File: src/rtl/rnm_pkg.sv
package rnm_pkg;

    typedef enum logic [1:0] {
        BUF_FREE = 2'd0,
        BUF_WAIT = 2'd1,
        BUF_DONE = 2'd2
    } buf_state_e;

endpackage

File: src/rtl/rnm_map_table.sv
module rnm_map_table #(
    parameter int NUM_ARCH = 8,
    parameter int NUM_RB   = 8,
    parameter int NRD      = 3,
    localparam int AW      = $clog2(NUM_ARCH),
    localparam int TW      = $clog2(NUM_RB)
) (
    input  logic                     clk,
    input  logic                     rst_n,
    input  logic                     set_en,
    input  logic [AW-1:0]            set_reg,
    input  logic [TW-1:0]            set_idx,
    input  logic                     clr_en,
    input  logic [AW-1:0]            clr_reg,
    input  logic [TW-1:0]            clr_idx,
    input  logic                     rsto_en,
    input  logic [AW-1:0]            rsto_reg,
    input  logic                     rsto_vld,
    input  logic [TW-1:0]            rsto_idx,
    input  logic [NRD-1:0][AW-1:0]   rd_reg,
    output logic [NRD-1:0]           rd_vld,
    output logic [NRD-1:0][TW-1:0]   rd_idx
);

    typedef struct packed {
        logic [NUM_ARCH-1:0]         vld;
        logic [NUM_ARCH-1:0][TW-1:0] idx;
    } map_t;

    map_t s_d, s_q;

    always_comb begin
        s_d = s_q;
        // retirement drops the entry only if it still names the retiring buffer
        if (clr_en && s_q.vld[clr_reg] && (s_q.idx[clr_reg] == clr_idx)) begin
            s_d.vld[clr_reg] = 1'b0;
            s_d.idx[clr_reg] = '0;
        end
        // cancel puts back the mapping displaced by the youngest rename
        if (rsto_en) begin
            s_d.vld[rsto_reg] = rsto_vld;
            s_d.idx[rsto_reg] = rsto_vld ? rsto_idx : '0;
        end
        // a new rename always wins
        if (set_en) begin
            s_d.vld[set_reg] = 1'b1;
            s_d.idx[set_reg] = set_idx;
        end
    end

    always_ff @(posedge clk) begin
        if (!rst_n) s_q <= '0;
        else        s_q <= s_d;
    end

    for (genvar g = 0; g < NRD; g++) begin : g_rd
        assign rd_vld[g] = s_q.vld[rd_reg[g]];
        assign rd_idx[g] = s_q.vld[rd_reg[g]] ? s_q.idx[rd_reg[g]] : '0;
    end


    set_load_chk: assert property (@(posedge clk) disable iff (!rst_n)
        set_en |=> (s_q.vld[$past(set_reg)] && (s_q.idx[$past(set_reg)] == $past(set_idx))));


    clr_keep_chk: assert property (@(posedge clk) disable iff (!rst_n)
        (clr_en && !set_en && !rsto_en && s_q.vld[clr_reg] && (s_q.idx[clr_reg] != clr_idx))
        |=> (s_q.vld[$past(clr_reg)] && (s_q.idx[$past(clr_reg)] == $past(s_q.idx[clr_reg]))));

endmodule

File: src/rtl/rnm_buf_file.sv
module rnm_buf_file
    import rnm_pkg::*;
#(
    parameter int NUM_RB   = 8,
    parameter int NUM_ARCH = 8,
    parameter int DATA_W   = 16,
    parameter int NRD      = 2,
    localparam int TW      = $clog2(NUM_RB),
    localparam int AW      = $clog2(NUM_ARCH),
    localparam int CW      = $clog2(NUM_RB + 1)
) (
    input  logic                         clk,
    input  logic                         rst_n,
    input  logic                         alloc_en,
    input  logic [AW-1:0]                alloc_dst,
    input  logic                         alloc_pv,
    input  logic [TW-1:0]                alloc_pi,
    input  logic                         wb_en,
    input  logic [TW-1:0]                wb_tag,
    input  logic [DATA_W-1:0]            wb_data,
    input  logic                         ret_en,
    input  logic                         cncl_en,
    input  logic [NRD-1:0][TW-1:0]       rd_tag,
    output logic [NRD-1:0]               rd_rdy,
    output logic [NRD-1:0][DATA_W-1:0]   rd_data,
    output logic [TW-1:0]                tail_o,
    output logic [TW-1:0]                head_o,
    output logic                         full_o,
    output logic                         empty_o,
    output logic                         head_done_o,
    output logic [DATA_W-1:0]            head_data_o,
    output logic [AW-1:0]                head_dst_o,
    output logic [AW-1:0]                yng_dst_o,
    output logic                         yng_rvld_o,
    output logic [TW-1:0]                yng_ridx_o
);

    typedef struct packed {
        buf_state_e [NUM_RB-1:0]         st;
        logic [NUM_RB-1:0][DATA_W-1:0]   data;
        logic [NUM_RB-1:0][AW-1:0]       dst;
        logic [NUM_RB-1:0]               pv;
        logic [NUM_RB-1:0][TW-1:0]       pi;
        logic [TW-1:0]                   head;
        logic [TW-1:0]                   tail;
        logic [CW-1:0]                   cnt;
    } bf_t;

    bf_t s_d, s_q;

    function automatic logic [TW-1:0] ptr_inc(input logic [TW-1:0] p);
        return (p == TW'(NUM_RB - 1)) ? '0 : p + TW'(1);
    endfunction

    function automatic logic [TW-1:0] ptr_dec(input logic [TW-1:0] p);
        return (p == '0) ? TW'(NUM_RB - 1) : p - TW'(1);
    endfunction

    logic [TW-1:0] yng;
    logic          cncl_fire;

    assign yng       = ptr_dec(s_q.tail);
    assign cncl_fire = cncl_en && (s_q.cnt != '0);

    always_comb begin
        s_d = s_q;
        // result write: only a waiting buffer takes it, a cancelled one does not
        if (wb_en && (s_q.st[wb_tag] == BUF_WAIT) && !(cncl_fire && (wb_tag == yng))) begin
            s_d.st[wb_tag]   = BUF_DONE;
            s_d.data[wb_tag] = wb_data;
        end
        if (ret_en) begin
            s_d.st[s_q.head] = BUF_FREE;
            s_d.head         = ptr_inc(s_q.head);
        end
        if (alloc_en) begin
            s_d.st[s_q.tail]   = BUF_WAIT;
            s_d.data[s_q.tail] = '0;
            s_d.dst[s_q.tail]  = alloc_dst;
            s_d.pv[s_q.tail]   = alloc_pv;
            s_d.pi[s_q.tail]   = alloc_pi;
            s_d.tail           = ptr_inc(s_q.tail);
        end
        if (cncl_fire) begin
            s_d.st[yng] = BUF_FREE;
            s_d.tail    = yng;
        end
        s_d.cnt = s_q.cnt + CW'(alloc_en) - CW'(ret_en) - CW'(cncl_fire);
    end

    always_ff @(posedge clk) begin
        if (!rst_n) s_q <= '0;
        else        s_q <= s_d;
    end

    for (genvar g = 0; g < NRD; g++) begin : g_rd
        logic is_done;
        logic is_byp;
        assign is_done    = (s_q.st[rd_tag[g]] == BUF_DONE);
        assign is_byp     = wb_en && (wb_tag == rd_tag[g]) && (s_q.st[rd_tag[g]] == BUF_WAIT);
        assign rd_rdy[g]  = is_done || is_byp;
        assign rd_data[g] = is_done ? s_q.data[rd_tag[g]] : (is_byp ? wb_data : '0);
    end

    assign tail_o      = s_q.tail;
    assign head_o      = s_q.head;
    assign full_o      = (s_q.cnt == CW'(NUM_RB));
    assign empty_o     = (s_q.cnt == '0);
    assign head_done_o = (s_q.st[s_q.head] == BUF_DONE);
    assign head_data_o = s_q.data[s_q.head];
    assign head_dst_o  = s_q.dst[s_q.head];
    assign yng_dst_o   = s_q.dst[yng];
    assign yng_rvld_o  = s_q.pv[yng] && (s_q.st[s_q.pi[yng]] != BUF_FREE);
    assign yng_ridx_o  = s_q.pi[yng];


    alloc_room_chk: assert property (@(posedge clk) disable iff (!rst_n)
        alloc_en |-> (s_q.cnt != CW'(NUM_RB)));


    alloc_wait_chk: assert property (@(posedge clk) disable iff (!rst_n)
        (alloc_en && !cncl_en) |=> (s_q.st[$past(s_q.tail)] == BUF_WAIT));


    ret_done_chk: assert property (@(posedge clk) disable iff (!rst_n)
        ret_en |-> (s_q.st[s_q.head] == BUF_DONE));


    wb_free_chk: assert property (@(posedge clk) disable iff (!rst_n)
        (wb_en && (s_q.st[wb_tag] == BUF_FREE)) |=> (s_q.st[$past(wb_tag)] != BUF_DONE));

endmodule

File: src/rtl/rnm_arch_file.sv
module rnm_arch_file #(
    parameter int NUM_ARCH = 8,
    parameter int DATA_W   = 16,
    parameter int NRD      = 2,
    localparam int AW      = $clog2(NUM_ARCH)
) (
    input  logic                        clk,
    input  logic                        rst_n,
    input  logic                        wr_en,
    input  logic [AW-1:0]               wr_reg,
    input  logic [DATA_W-1:0]           wr_data,
    input  logic [NRD-1:0][AW-1:0]      rd_reg,
    output logic [NRD-1:0][DATA_W-1:0]  rd_data
);

    typedef struct packed {
        logic [NUM_ARCH-1:0][DATA_W-1:0] mem;
    } arf_t;

    arf_t s_d, s_q;

    always_comb begin
        s_d = s_q;
        if (wr_en) s_d.mem[wr_reg] = wr_data;
    end

    always_ff @(posedge clk) begin
        if (!rst_n) s_q <= '0;
        else        s_q <= s_d;
    end

    for (genvar g = 0; g < NRD; g++) begin : g_rd
        assign rd_data[g] = s_q.mem[rd_reg[g]];
    end


    arch_wr_chk: assert property (@(posedge clk) disable iff (!rst_n)
        wr_en |=> (s_q.mem[$past(wr_reg)] == $past(wr_data)));

endmodule

File: src/rtl/rename_unit.sv
module rename_unit #(
    parameter int NUM_ARCH = 8,
    parameter int NUM_RB   = 8,
    parameter int DATA_W   = 16,
    localparam int AW      = $clog2(NUM_ARCH),
    localparam int TW      = $clog2(NUM_RB)
) (
    input  logic              clk,
    input  logic              rst_n,
    input  logic              disp_valid,
    input  logic              disp_has_dst,
    input  logic [AW-1:0]     disp_dst,
    input  logic [AW-1:0]     disp_src_a,
    input  logic [AW-1:0]     disp_src_b,
    output logic              disp_ready,
    output logic [TW-1:0]     disp_tag,
    output logic              src_a_arch,
    output logic [TW-1:0]     src_a_tag,
    output logic              src_a_rdy,
    output logic [DATA_W-1:0] src_a_data,
    output logic              src_b_arch,
    output logic [TW-1:0]     src_b_tag,
    output logic              src_b_rdy,
    output logic [DATA_W-1:0] src_b_data,
    input  logic              wb_valid,
    input  logic [TW-1:0]     wb_tag,
    input  logic [DATA_W-1:0] wb_data,
    input  logic              ret_valid,
    output logic              ret_ready,
    input  logic              cancel_valid
);

    localparam int NSRC = 2;
    localparam int NMRD = NSRC + 1;

    logic                         full, empty, head_done, yng_rvld;
    logic [TW-1:0]                tail, head, yng_ridx;
    logic [DATA_W-1:0]            head_data;
    logic [AW-1:0]                head_dst, yng_dst;
    logic [NMRD-1:0]              m_vld;
    logic [NMRD-1:0][TW-1:0]      m_idx;
    logic [NSRC-1:0]              b_rdy;
    logic [NSRC-1:0][DATA_W-1:0]  b_data;
    logic [NSRC-1:0][DATA_W-1:0]  a_data;
    logic                         alloc, ret_fire, rsto;

    assign disp_ready = !cancel_valid && !full;
    assign alloc      = disp_valid && disp_ready && disp_has_dst;
    assign ret_ready  = !cancel_valid && head_done;
    assign ret_fire   = ret_valid && ret_ready;
    assign rsto       = cancel_valid && !empty;
    assign disp_tag   = tail;

    rnm_map_table #(.NUM_ARCH(NUM_ARCH), .NUM_RB(NUM_RB), .NRD(NMRD)) u_map (
        .clk      (clk),
        .rst_n    (rst_n),
        .set_en   (alloc),
        .set_reg  (disp_dst),
        .set_idx  (tail),
        .clr_en   (ret_fire),
        .clr_reg  (head_dst),
        .clr_idx  (head),
        .rsto_en  (rsto),
        .rsto_reg (yng_dst),
        .rsto_vld (yng_rvld),
        .rsto_idx (yng_ridx),
        .rd_reg   ({disp_dst, disp_src_b, disp_src_a}),
        .rd_vld   (m_vld),
        .rd_idx   (m_idx)
    );

    rnm_buf_file #(.NUM_RB(NUM_RB), .NUM_ARCH(NUM_ARCH), .DATA_W(DATA_W), .NRD(NSRC)) u_buf (
        .clk         (clk),
        .rst_n       (rst_n),
        .alloc_en    (alloc),
        .alloc_dst   (disp_dst),
        .alloc_pv    (m_vld[NSRC]),
        .alloc_pi    (m_idx[NSRC]),
        .wb_en       (wb_valid),
        .wb_tag      (wb_tag),
        .wb_data     (wb_data),
        .ret_en      (ret_fire),
        .cncl_en     (cancel_valid),
        .rd_tag      ({m_idx[1], m_idx[0]}),
        .rd_rdy      (b_rdy),
        .rd_data     (b_data),
        .tail_o      (tail),
        .head_o      (head),
        .full_o      (full),
        .empty_o     (empty),
        .head_done_o (head_done),
        .head_data_o (head_data),
        .head_dst_o  (head_dst),
        .yng_dst_o   (yng_dst),
        .yng_rvld_o  (yng_rvld),
        .yng_ridx_o  (yng_ridx)
    );

    rnm_arch_file #(.NUM_ARCH(NUM_ARCH), .DATA_W(DATA_W), .NRD(NSRC)) u_arf (
        .clk     (clk),
        .rst_n   (rst_n),
        .wr_en   (ret_fire),
        .wr_reg  (head_dst),
        .wr_data (head_data),
        .rd_reg  ({disp_src_b, disp_src_a}),
        .rd_data (a_data)
    );

    assign src_a_arch = !m_vld[0];
    assign src_a_tag  = m_idx[0];
    assign src_a_rdy  = !m_vld[0] || b_rdy[0];
    assign src_a_data = m_vld[0] ? b_data[0] : a_data[0];
    assign src_b_arch = !m_vld[1];
    assign src_b_tag  = m_idx[1];
    assign src_b_rdy  = !m_vld[1] || b_rdy[1];
    assign src_b_data = m_vld[1] ? b_data[1] : a_data[1];


    cancel_hold_chk: assert property (@(posedge clk) disable iff (!rst_n)
        (cancel_valid && empty) |=> ($stable(tail) && $stable(head)));

endmodule

File: config.mk
export PLATFORM = sky130hd
export DESIGN_NAME = rename_unit
export DESIGN_NICKNAME = d
export VERILOG_FILES = /design/src/rtl/rnm_pkg.sv /design/src/rtl/rnm_map_table.sv /design/src/rtl/rnm_buf_file.sv /design/src/rtl/rnm_arch_file.sv /design/src/rtl/rename_unit.sv
export SDC_FILE = /design/constraint.sdc
export NUM_CORES = 1
export LEC_CHECK = 0
export ABC_AREA = 1
export BUFFER_PORTS_ARGS = -buffer_cell sky130_fd_sc_hd__buf_2
export CELL_PAD_IN_SITES_DETAIL_PLACEMENT = 2
export CELL_PAD_IN_SITES_GLOBAL_PLACEMENT = 2
export CORE_ASPECT_RATIO = 0.7
export CORE_MARGIN = 5
export CORE_UTILIZATION = 35
export CTS_CLUSTER_SIZE = 14
export DETAILED_ROUTE_END_ITERATION = 8
export PLACE_DENSITY = 0.93
export SYNTH_ARGS = -nofsm -noshare
export SYNTH_HDL_FRONTEND = slang
export SYNTH_SLANG_ARGS = --single-unit
File: constraint.sdc
create_clock -name clk -period 3.8 [get_ports clk]
set_clock_uncertainty 0.05 [all_clocks]
set_input_delay 0.57 -clock clk [delete_from_list [all_inputs] [get_ports clk]]
set_output_delay 0.57 -clock clk [all_outputs]
set_load 0.05 [all_outputs]
==> impl_metrics.ini, run 1 <==
[yosys]
netlist_instances = 3686
ys_types = 47
yosysMostFrequentCell = nand2_1
yosysWarningCount = 0
yosys-top-cells-count = nand2_1 (891), nor2_1 (466), o21ai_0 (426)
ys.flop_type = dfxtp_1
netlist.area_leader.share_pct = 31.64
syn_area_per_cell_um2 = 6.352
synth_area_leader_cell = dfxtp_1
syn_area_um2 = 23410
ys_ff_latch = 370
synth_area_leaders = dfxtp_1 (32%), nand2_1 (14%), o21ai_0 (9.1%)
yosysSeqAreaShare_pct = 31.64
synth_edf_count = 0
synth_fp_nets = 3734
postSynth.asyncResetShare_pct = 0

[place]
dpl-instance-area_um2 = 24660
place.gp.congestion = 0.9127
io_buffers = 81
dp_hpwl_mm = 87.35

[sta]
finalCriticalPeriod_ns = 4.191
hold_viol_final = 0
clock.fmax_mhz = 238.6
fin_crit_sh_pct = 110.3
setup_slack_ns = -0.3907
rsz0062_at_grt = true
setup_viol = 43
tightestPinTransition_ns = 1.523
slew_viol_final = 9
max_slew_margin_pct = -1.657

[cts]
root_buffer = clkbuf_16
cts.sinks = 370
postCtsHoldBufs = 0
htree_levels = 2
cts_buffer_depth = 3
clkSlewWorstSetupHoldPaths_ns = 0.09
clock_latency_ns = 0.65
cts_buffers = 43
cts_tree = done

[power]
p_int_uw = 7425
pwr-share-clk_pct = 36.2
ir_drop_mv = 0.4023
p_leak_uw = 0.01197
sw_frac_of_total_pct = 41.88
p_comb_share_pct = 32.5
p_seq_share_pct = 31.3
power_density_nw_per_um2 = 457.5
p_switching_uw = 5350
finalPower_uw = 12770

[route]
routed-via-count = 32058
drt_iter0_drc = 4424
wl_per_cell_um = 35.23
detail-route-antenna-nets = 0
drt_first_pass_iters = 6
drc_errors = 0
wirelength_mm = 164.0
viasPerCell = 6.887

[floorplanning]
start_util_pct = 35.30
fp.dieW_um = 319.1
die_h_um = 226.4
die_area_um2 = 72250
core_area_um2 = 66320
core.rowCount = 79
ios = 82

[global_routing]
grtUsageTotal_pct = 37.19
antenna_found_initial = 6
grt_max_degree = 129
grt_pass1_wl_mm = 209.1
grt_pass1_vias = 32852
overflow = 0

[cells_and_area]
fillerInstances = 7754
area_growth_pct = 19.25
drive_gt1_share_pct = 15.02
final_cell_area_um2 = 27920
layout.nets = 3778

[worst_setup_path]
cp_max_fo = 16
slowest_stage = inv_1
worstSetupEndpointType = output port
cp-start-kind = input port
path_class = in2out
cp_cell_sequence = buf_2 > inv_1 > a21oi_2 > o21ai_1 > nand3_1 > o21ai_4 > buf_12 > nand2_8 > buf_4 > nand2_1 > nand3_1 > nand3_2 > o21ai_4 > buf_12 > inv_8 > nand3_1 > nand2_1 > nand2_1 > nand2_4 > buf_8
cp.arrival_ns = 3.57
crit_buf_inv = 7
crit_required_ns = 3.18
crit_family = buffers and inverters
max_stage_delay_ns = 0.37

[status]
violations = capacitance limit, slew limit, setup timing
status = finished, violations left

[worst_hold_path]
worstHoldPathType = in2reg

[run]
max-cap-violations = 1
==> area by class of cell <==
cell class	instances	area (um2)	share of cell area (%)
antenna	3	7.507	0.02689
clock inverter	21	241.5	0.8649
multi-input combinational	2719	13860	49.66
timing repair inverter	1	7.507	0.02689
sequential	370	7433	26.62
timing repair buffer	258	2739	9.810
tap	891	1115	3.993
clock buffer	55	1171	4.194
inverter	337	1341	4.804
==> cells in the final DEF, fill, tap and decap left out, types with 25 or more instances in the layout <==
cell       instances
a211oi_1         108
o211ai_1         106
o22ai_1           55
inv_1            288
a21oi_1          189
o21ai_0          419
clkbuf_16         52
buf_2             43
nor3_1            28
a31oi_1           46
nand2_1          823
inv_2             26
nor2_1           463
buf_6             25
buf_4            120
dfxtp_1          357
nand2_2           65
buf_8             29
nand4_1           51
nand3_1          156
==> worst register-to-register path, cell delays in order (launching register included) <==
cell      delay [ns]
dfxtp_1         0.33
inv_2           0.16
ha_1            0.19
ha_2            0.23
inv_2           0.06
nand2_1         0.10
buf_12          0.25
nor2_1          0.12
nor3_1          0.26
nand3_1         0.13
nand4_1         0.12
nor2_1          0.06
nand2_1         0.21
or2_1           0.15
buf_4           0.46
nor2_1          0.15
a211oi_1        0.88
==> through the flow <==
step	setup slack, ns	util [%]	hold slack (ns)	cells	TNS (ns)
after global placement	0.09733	37.18	0.4118	4520	0
after floorplan	0.3171	-	0.3978	3686	0
after detailed placement	-0.1610	37.18	0.4302	4520	-1.260
after CTS	-0.01832	40.35	0.2700	4617	-0.01832
final	-0.3907	42.10	0.3153	4655	-10.61
after global routing	-0.4151	42.09	0.3264	4654	-10.77
==> sequential cells by signal, indices dropped and copies added (netlist names) <==
signal,flops
u_map.s_q,32
u_buf.s_q,204
u_arf.s_q,128
u_buf.tail_o,3
u_buf.head_o,3
==> metal layers <==
layer | vias up | track usage, % | part of all wire [%]
met2 | 2699 | 61.21 | 44
met5 | - | 0 | 0.014
met1 | 15763 | 44.42 | 35
met3 | 1149 | 8.495 | 11
li1 | 12443 | - | -
met4 | 4 | 23.07 | 10
==> what timing repair did <==
| action | CTS | global route |
|---|---|---|
| setup endpoints to repair | 40 | 74 |
| buffers inserted | 17 | 24 |
| hold endpoints to repair | 0 | 0 |
| pin swaps | 13 | 85 |
| gates cloned | 4 | 13 |
| gates resized for setup | 128 | 200 |
==> path summary, 6_finish.rpt <==
| check | from | end | slack [ns] | cells past startpoint |
|---|---|---|---|---|
| setup / recovery | disp_src_a[1] | src_a_data[4] | -0.39 | 20 |
| hold / removal | wb_data[5] | u_buf.s_q[87]$_SDFF_PN0_ | 0.32 | 3 |
| setup reg to reg | u_buf.tail_o[0]$_SDFFE_PN0P_ | u_buf.s_q[95]$_SDFF_PN0_ | -0.32 | 16 |
| hold reg to reg | u_buf.s_q[29]$_SDFFE_PN0P_ | u_buf.s_q[29]$_SDFFE_PN0P_ | 0.44 | 2 |
==> kinds of logic after synthesis <==
kind of cell               count (synthesis)  share of synthesized area (%)
xor gates and xnor gates                   3                         0.1122
adders and majority gates                 13                         0.7588
AOI/OAI and AO/OA                       1022                          25.94
buffers and inverters                    598                          11.28
and+or+nand+nor                         1680                          30.28
DFF                                      370                          31.64
==> power by group through the flow <==
stage | registers [uW] | logic (uW) | clock network (uW)
after CTS | 3990 | 3630 | 4510
after detailed placement | 4080 | 3450 | 0
final | 4000 | 4160 | 4620
after floorplan | 4060 | 2120 | 0
after global placement | 4070 | 3210 | 0
after global routing | 4000 | 4230 | 4750
Power figures use the tool's default switching activity.
==> run 2: changes to the inputs <==
Settings changed: ABC_AREA 1 to not set, ABC_CLOCK_PERIOD_IN_PS set to 3800, CORE_UTILIZATION 35 to 40, PLACE_DENSITY 0.93 to 0.78.
==> impl_metrics.ini, run 2 <==
[yosys]
yosysSeqAreaShare_pct = 33.74
netlist_instances = 2469
ys_types = 74
synth_edf_count = 0
postSynth.asyncResetShare_pct = 0
syn_area_um2 = 21950
synth_area_leaders = dfxtp_1 (34%), mux2i_1 (13%), mux4_2 (13%)
yosysWarningCount = 0
syn_area_per_cell_um2 = 8.891
yosys-top-cells-count = nor2_1 (404), dfxtp_1 (370), mux2i_1 (281)
netlist.area_leader.share_pct = 33.74
ys.flop_type = dfxtp_1
synth_fp_nets = 2517
yosysMostFrequentCell = nor2_1
ys_ff_latch = 370
synth_area_leader_cell = dfxtp_1

[power]
ir_drop_mv = 0.2572
sw_frac_of_total_pct = 34.03
finalPower_uw = 10960
p_int_uw = 7230
p_leak_uw = 0.01050
power_density_nw_per_um2 = 415.6
p_switching_uw = 3730
p_comb_share_pct = 23.6
pwr-share-clk_pct = 40.0
p_seq_share_pct = 36.4

[cells_and_area]
area_growth_pct = 20.14
instances_no_fill = 3319
mostFrequentLayoutCells = nor2_1 (399), dfxtp_1 (364), mux2i_1 (281)
largest_reg_flops = 204
layout.nets = 2607
drive_gt1_share_pct = 23.40
largest_register = u_buf.s_q
layout_commonest_cell = nor2_1
top_regs = u_buf.s_q (204), u_arf.s_q (128), u_map.s_q (32)

[place]
io_buffers = 81
dp_slack_ns = -0.5413
dp_hpwl_mm = 70.77
place.gp.congestion = 0.9338
dpl.cell_count = 3233

[sta]
max_slew_margin_pct = 17.73
fin_crit_sh_pct = 116.0
clock.fmax_mhz = 226.9
fin_hold_ws_ns = 0.3826
slew_viol_final = 0
hold_viol_final = 0
rsz0062_at_grt = true
finalCriticalPeriod_ns = 4.407
setup_viol = 38
tightestPinTransition_ns = 1.234
setup_slack_ns = -0.6071
fin_tns_setup_ns = -16.71

[worst_setup_path]
slowest_stage = mux4_2
max_stage_delay_ns = 0.51
cp-start-kind = flop
cp_max_fo = 16
cp_cell_sequence = mux4_2 > mux2_4 > buf_6 > and3_1 > a211oi_2 > a311o_1 > buf_4 > nand3_2 > nor2_4 > a221o_2 > buf_12
crit_family = multiplexers
cp.arrival_ns = 3.79
crit_required_ns = 3.18
worstSetupEndpointType = output port
crit_buf_inv = 3
path_class = reg2out

[route]
viasPerCell = 6.854
wirelength_mm = 113.3
detail-route-antenna-nets = 0
drt_iter0_drc = 2805
routed-via-count = 22750
drt_first_pass_iters = 5
wl_per_cell_um = 34.12
drc_errors = 0

[global_routing]
grt_pass1_vias = 24006
grtUsageTotal_pct = 34.59
overflow = 0
grt_pass1_wl_mm = 158.2
grt_max_degree = 149
antenna_found_initial = 2

[cts]
postCtsHoldBufs = 0
cts_buffer_depth = 3
cts.sinks = 370
clock_latency_ns = 0.58
cts_tree = done
cts_buffers = 42
root_buffer = clkbuf_16
htree_levels = 2
clkSlewWorstSetupHoldPaths_ns = 0.06

[floorplanning]
ios = 82
core_area_um2 = 54010
start_util_pct = 40.64
core.rowCount = 71
die_h_um = 206.0
fp.dieW_um = 290.0
die_area_um2 = 59740

[status]
status = finished, violations left
violations = setup timing

[run]
max-cap-violations = 0

[worst_hold_path]
worstHoldPathType = in2reg
-- run 2: cell type report --
| type | count | area, um2 |
|---|---|---|
| fillers | 5741 | 27640 |
| multi-input cells | 1816 | 13840 |
| flip-flops and latches | 370 | 7420 |
| repair buffers | 289 | 2618 |
| clock buffers | 61 | 1242 |
| well taps | 730 | 913.4 |
| inverters | 40 | 172.7 |
| clock inverters | 10 | 163.9 |
| diodes | 3 | 7.507 |
-- run 2: power by group through the flow --
stage	Combinational (uW)	Sequential [uW]	Clock (uW)
finish	2590	3990	4390
global route	2640	3990	4570
CTS	2420	3980	4390
detailed placement	2350	4060	0
global placement	2250	4060	0
floorplan	1400	4050	0
-- run 2: cell families (layout without fill, tap and decap cells) --
group                    Yosys count  count (layout)  share of synthesized area [%]
AND/OR/NAND/NOR                  832             832                          16.80
AO/OA/AOI/OAI                    529             529                          15.64
multiplexers                     432             432                          26.99
flip-flops                       370             370                          33.74
buffers and inverters            283             400                          5.614
adder cells (fa/ha/maj)           13              13                         0.8094
XOR/XNOR                          10              10                         0.3990
other                              0               3                              0
-- run 2: final timing paths --
path	from	endpoint	slack, ns	cells after the start
worst max-delay path	u_map.s_q[31]$_SDFF_PN0_	src_a_data[1]	-0.61	11
worst min register to register	u_buf.s_q[13]$_SDFFE_PN0P_	u_buf.s_q[13]$_SDFFE_PN0P_	0.42	2
worst min-delay path	wb_data[12]	u_buf.s_q[142]$_SDFF_PN0_	0.38	3
worst max register to register	u_buf.head_o[1]$_SDFFE_PN0N_	u_buf.s_q[3]$_SDFF_PN0_	-0.15	11
-- run 2: worst min-delay path: stages --
cell     delay (ns)
buf_2          0.19
mux2i_1        0.15
nor2_1         0.05
-- run 2: metrics by stage --
stage / utilization [%] / area [um2]
floorplan: - / 22140
global placement: 44.90 / 24250
detailed placement: 44.90 / 24250
CTS: 48.13 / 25990
global route: 48.82 / 26370
finish: 48.83 / 26370
-- run 2: what timing repair did --
action                     4_1_cts  5_1_grt
cloned                           2        0
setup buffers                    6        5
setup endpoints to repair       37       64
gates resized for setup         68       72
hold endpoints to repair         0        0
pin swaps                        7       29
-- run 2: layer usage --
layer / GRT usage, % / part of all wire (%) / up-vias
met4: 12.43 / 3.3 / 0
met2: 54.61 / 45 / 1336
met3: 11.23 / 10 / 293
met5: 0 / 0 / -
li1: - / - / 9275
met1: 44.82 / 41 / 11846
